### config.mk
export PLATFORM = sky130hd
export DESIGN_NAME = evc_commit_arbiter
export DESIGN_NICKNAME = d
export VERILOG_FILES = /design/src/rtl/evc_pkg.sv /design/src/rtl/evc_fault_pick.sv /design/src/rtl/evc_irq_gate.sv /design/src/rtl/evc_ret_sel.sv /design/src/rtl/evc_commit_arbiter.sv
export SDC_FILE = /design/constraint.sdc
export NUM_CORES = 1
export LEC_CHECK = 0
export BUFFER_PORTS_ARGS = -buffer_cell sky130_fd_sc_hd__clkbuf_2
export CORE_ASPECT_RATIO = 0.75
export CORE_MARGIN = 5
export CORE_UTILIZATION = 41
export CTS_BUF_LIST = sky130_fd_sc_hd__clkbuf_16
export DETAILED_ROUTE_END_ITERATION = 12
export GPL_ROUTABILITY_DRIVEN = 1
export PLACE_DENSITY = 0.81
export SLEW_MARGIN = 20
export SYNTH_ARGS = -nofsm -noshare
export SYNTH_HDL_FRONTEND = slang
export SYNTH_SLANG_ARGS = --single-unit
### constraint.sdc
create_clock -name clk -period 2 [get_ports clk]
set_input_delay 0.4 -clock clk [delete_from_list [all_inputs] [get_ports clk]]
set_output_delay 0.4 -clock clk [all_outputs]
set_load 0.02 [all_outputs]
### src/rtl/evc_pkg.sv
`timescale 1ns/1ps
package evc_pkg;
  typedef enum logic [1:0] {
    EV_FAULT = 2'd0,
    EV_TRAP  = 2'd1,
    EV_ABORT = 2'd2,
    EV_IRQ   = 2'd3
  } ev_class_e;
endpackage

### src/rtl/evc_fault_pick.sv
`timescale 1ns/1ps
module evc_fault_pick #(
  parameter int NF   = 8,
  parameter int VW   = 8,
  parameter int BASE = 0
) (
  input  logic [NF-1:0] req,
  output logic          any,
  output logic [VW-1:0] vec
);
  always_comb begin
    vec = '0;
    for (int i = NF - 1; i >= 0; i--) begin
      if (req[i]) vec = VW'(BASE + i);
    end
  end
  assign any = |req;
endmodule

### src/rtl/evc_irq_gate.sv
`timescale 1ns/1ps
module evc_irq_gate (
  input  logic clk,
  input  logic rst_n,
  input  logic ret_valid,
  input  logic commit_en,
  input  logic ret_loads_ss,
  input  logic irq_req,
  input  logic irq_en,
  output logic irq_ok,
  output logic shadow_q
);
  always_ff @(posedge clk or negedge rst_n) begin
    if (!rst_n) shadow_q <= 1'b0;
    else if (ret_valid) shadow_q <= ret_loads_ss & commit_en;
  end

  assign irq_ok = ret_valid & irq_req & irq_en & ~shadow_q;

  p_shadow_blocks_r8: assert property (@(posedge clk) disable iff (!rst_n)
    shadow_q |-> !irq_ok);
  p_ie_masks_r10: assert property (@(posedge clk) disable iff (!rst_n)
    !irq_en |-> !irq_ok);
  p_shadow_one_r8: assert property (@(posedge clk) disable iff (!rst_n)
    (shadow_q && ret_valid && !ret_loads_ss) |=> !shadow_q);
endmodule

### src/rtl/evc_ret_sel.sv
`timescale 1ns/1ps
module evc_ret_sel
  import evc_pkg::*;
#(
  parameter int AW = 32
) (
  input  ev_class_e     cls,
  input  logic [AW-1:0] ret_pc,
  input  logic [AW-1:0] next_pc,
  input  logic          xfer_taken,
  input  logic [AW-1:0] xfer_target,
  input  logic          rep_iter,
  output logic [AW-1:0] pc
);
  logic [AW-1:0] after_pc;
  assign after_pc = xfer_taken ? xfer_target : next_pc;

  always_comb begin
    unique case (cls)
      EV_FAULT: pc = ret_pc;
      EV_ABORT: pc = ret_pc;
      EV_TRAP:  pc = after_pc;
      EV_IRQ:   pc = rep_iter ? ret_pc : after_pc;
      default:  pc = ret_pc;
    endcase
  end
endmodule

### src/rtl/evc_commit_arbiter.sv
`timescale 1ns/1ps
module evc_commit_arbiter
  import evc_pkg::*;
#(
  parameter int AW             = 32,
  parameter int VW             = 8,
  parameter int NF             = 8,
  parameter int FAULT_VEC_BASE = 0
) (
  input  logic          clk,
  input  logic          rst_n,
  input  logic          ret_valid,
  input  logic [AW-1:0] ret_pc,
  input  logic [AW-1:0] ret_next_pc,
  input  logic          ret_xfer_taken,
  input  logic [AW-1:0] ret_xfer_target,
  input  logic          ret_loads_ss,
  input  logic          rep_iter,
  input  logic [NF-1:0] fault_req,
  input  logic          trap_req,
  input  logic [VW-1:0] trap_vec,
  input  logic          abort_req,
  input  logic [VW-1:0] abort_vec,
  input  logic          irq_req,
  input  logic [VW-1:0] irq_vec,
  input  logic          irq_en,
  output logic          commit_en,
  output logic          take_event,
  output logic [1:0]    event_class,
  output logic [VW-1:0] event_vec,
  output logic [AW-1:0] saved_pc,
  output logic          restartable
);
  logic          flt_any;
  logic [VW-1:0] flt_vec;
  logic          irq_ok;
  logic          shadow_q;
  logic          ev_hit;
  ev_class_e     ev_cls;
  logic [VW-1:0] ev_vec;
  logic [AW-1:0] ev_pc;

  evc_fault_pick #(.NF(NF), .VW(VW), .BASE(FAULT_VEC_BASE)) u_fpick (
    .req (fault_req),
    .any (flt_any),
    .vec (flt_vec)
  );

  assign commit_en = ret_valid & ~abort_req & ~flt_any;

  evc_irq_gate u_gate (
    .clk          (clk),
    .rst_n        (rst_n),
    .ret_valid    (ret_valid),
    .commit_en    (commit_en),
    .ret_loads_ss (ret_loads_ss),
    .irq_req      (irq_req),
    .irq_en       (irq_en),
    .irq_ok       (irq_ok),
    .shadow_q     (shadow_q)
  );

  always_comb begin
    ev_hit = ret_valid;
    ev_cls = EV_IRQ;
    ev_vec = irq_vec;
    if (abort_req) begin
      ev_cls = EV_ABORT;
      ev_vec = abort_vec;
    end else if (flt_any) begin
      ev_cls = EV_FAULT;
      ev_vec = flt_vec;
    end else if (trap_req) begin
      ev_cls = EV_TRAP;
      ev_vec = trap_vec;
    end else if (!irq_ok) begin
      ev_hit = 1'b0;
    end
  end

  evc_ret_sel #(.AW(AW)) u_rsel (
    .cls         (ev_cls),
    .ret_pc      (ret_pc),
    .next_pc     (ret_next_pc),
    .xfer_taken  (ret_xfer_taken),
    .xfer_target (ret_xfer_target),
    .rep_iter    (rep_iter),
    .pc          (ev_pc)
  );

  always_ff @(posedge clk or negedge rst_n) begin
    if (!rst_n) begin
      take_event  <= 1'b0;
      event_class <= 2'd0;
      event_vec   <= '0;
      saved_pc    <= '0;
      restartable <= 1'b0;
    end else begin
      take_event <= ev_hit;
      if (ev_hit) begin
        event_class <= ev_cls;
        event_vec   <= ev_vec;
        saved_pc    <= ev_pc;
        restartable <= (ev_cls != EV_ABORT);
      end
    end
  end

  p_fault_squash_r1: assert property (@(posedge clk) disable iff (!rst_n)
    (ret_valid && |fault_req && !abort_req) |=>
      (take_event && event_class == 2'd0 && saved_pc == $past(ret_pc)));
  p_abort_final_r5: assert property (@(posedge clk) disable iff (!rst_n)
    (take_event && event_class == 2'd2) |-> !restartable);
  p_no_beat_r11: assert property (@(posedge clk) disable iff (!rst_n)
    !ret_valid |=> !take_event);
  p_trap_commits_r3: assert property (@(posedge clk) disable iff (!rst_n)
    (ret_valid && trap_req && !abort_req && !(|fault_req)) |-> commit_en);
endmodule

==> flow_summary.yaml <==
run_status:
  status: "finished, final reports clean"
cells_and_area:
  fin_area_mm2: 0.00392
  final_cell_mix: "clkbuf_2, nand2_1, o21ai_0"
  fillers: 494
  diodes: 0
  synthToLayoutAreaGrowth_pct: 54.3
  layout-drive-gt1-share_pct: 47.1
  fin_nets: 625
  post-route-util_pct: 66.3
  layout_commonest_cell: "clkbuf_2"
synth:
  syn_inst: 290
  synth_nets: 428
  postSynthRegisterBits: 45
  ys_seq_area_share_pct: 44.3
  avgSynthCellArea_um2: 8.76
  synth_warnings: 0
  syn-cell-area_mm2: 0.00254
  synth_cell_types: 29
sta:
  slew_viol_final: 0
  fmax_ghz: 0.506
  slew_headroom_pct: 69.5
  hold_violations: 0
  fin_setup_tns_ps: 0
  clock_skew_ps: 3.86
  rsz0062_at_grt: "yes"
  period_share_pct: 98.8
  setup_viol: 0
  worst_pin_slew_ps: 446
  final.min_clock_period_ps: 1980
placement:
  place_area_mm2: 0.00369
  dp_hpwl_mm: 6.41
  io_buffers: 182
  gp_congestion: 0.863
routing:
  post_drt_wl_per_cell_um: 14.2
  ant_nets: 0
  via_count: 2788
  routed_wirelength_mm: 8.03
  drc: 0
  firstDrtPassIters: 5
  via_per_inst: 4.93
  drt_iter0_drc: 105
floorplanning:
  io_pins: 183
  start_util_pct: 42.9
  die-height_um: 78.2
  coreArea_mm2: 0.00592
  die_x_um: 101
  die-area_mm2: 0.00789
  row_count: 24
grt:
  grt_overflow_total: 0
  grt_pass1_vias: 2637
  antenna_found_initial: 0
  grt_pass1_wl_mm: 11.8
  grt_max_degree: 65
  gr-usage-all-layers_pct: 18.5
run:
  max_cap_violations: 0
critical_path:
  worstPathRequired_ps: 1600
  slowest_delay_ps: 520
  cp-end-kind: "output port"
  cpMaxStageDelayCell: "or4_4"
  cp_cell_sequence: "clkbuf_2, or4_4, nand2b_4, buf_6, nor3_2, buf_4"
  cp.arrival_ps: 1580
  crit_fanout: 5
  crit_path_start_kind: "input port"
  timing_worst_setup_path_type: "input port to output port"
clock_tree:
  tritoncts: "done"
  h-tree-depth: 2
  cts_buffer_depth: 2
  root_buffer: "clkbuf_16"
  cts.sinks: 45
  clk_pin_slew_ps: 60
  cts_buffers: 5
  ctsHoldBuffers: 0
  clock_latency_ps: 280
power:
  p_leak_nw: 2.06
  finalPower_mw: 2.50
  power_density_mw_per_mm2: 637
  peakVddDrop_uv: 502
min_path:
  min-delay-path-class: "input port to async pin"
-- final timing paths --
check / from / endpoint / slack [ps] / cells past startpoint
setup / recovery: fault_req[2] / commit_en / 20 / 6
hold / removal: rst_n / saved_pc[0] / 7 / 1
setup reg to reg: u_gate.shadow_q / saved_pc[29] / 370 / 7
hold reg to reg: event_vec[3] / event_vec[3] / 480 / 2
max in group asynchronous: rst_n / saved_pc[20] / 1510 / 2
min in group clk: ret_loads_ss / u_gate.shadow_q / 400 / 3
-- through the flow --
step	instances	setup WS, ps	hold WS [ps]
floorplan	290	-105	104
CTS	562	2.71	11.3
detailed placement	554	-288	304
finish	566	23.2	6.72
global route	566	-16.1	23.4
global placement	554	-176	305
-- logic make-up after synthesis --
logic type / after synthesis / synth area share [%]
buffers and inverters: 25 / 3.99
AO/OA/AOI/OAI: 90 / 19.9
flip-flops: 45 / 44.3
AND/OR/NAND/NOR: 90 / 15.7
multiplexers: 40 / 16.1
-- state kept, by name, summed over array words and instances (netlist names) --
name / flops
event_class: 2
event_vec: 8
restartable: 1
saved_pc: 32
take_event: 1
u_gate.shadow_q: 1
-- cell type report --
class                           instances  area (um^2)  area share (%)
Clock inverter                          3         37.5           0.958
Clock buffer                            5          125            3.19
Multi-Input combinational cell        220         1320            33.8
Inverter                                4         15.0           0.383
Timing Repair Buffer                  211         1190            30.5
Sequential cell                        45         1130            28.7
Tap cell                               78         97.6            2.49
-- synth_stat cells --
cell type   n  share of area (%)
nand2b_4    1               0.54
or3_1       1               0.25
clkbuf_1   12                1.8
nor4b_4     1               0.94
a22oi_1     5                1.5
o32a_1      1               0.39
a2bb2oi_1   1               0.34
nor2_1      4               0.59
inv_2       1               0.15
buf_2       6                1.2
a2111oi_0   1               0.34
o31ai_1     2               0.59
inv_1       3               0.44
o21ai_0    67                 13
a21oi_1     6                1.2
mux2i_1    34                 13
or4_4       1               0.44
o41ai_4     1                1.1
nand3_1     1               0.20
buf_1       3               0.44
nor4_1      1               0.25
a211oi_1    1               0.30
and3_1      1               0.25
mux2_2      6                2.7
dfrtp_1    45                 44
nand2_1    71                 10
nor3_1      4               0.79
nor2b_1     4               0.99
o21ai_1     5               0.99
-- power breakdown --
group / leakage (nW) / switching, mW / internal, mW
logic: 1.43 / 0.311 / 0.267
clock network: 0.0826 / 0.310 / 0.580
registers: 0.554 / 0.0413 / 0.988
-- routing by layer --
metal  track usage (%)  vias up  part of all wire [%]
li1                  -     1406                     -
met2              32.9      123                    50
met5                 0        -                     0
met3              5.31        6                    10
met1              21.8     1253                    39
met4              4.71        0                  0.85
-- critical path: cells and delay by family --
kind                   cells  cell delay, ps
buffers and inverters      3             390
and+or+nand+nor            3             780
-- timing repair --
action | CTS | global route
setup endpoints to repair | 1 | 23
pin swaps | 1 | 2
resized for setup | 3 | 4
gates cloned | 0 | 2
buffers inserted | 0 | 2
Power figures use the tool's default switching activity.
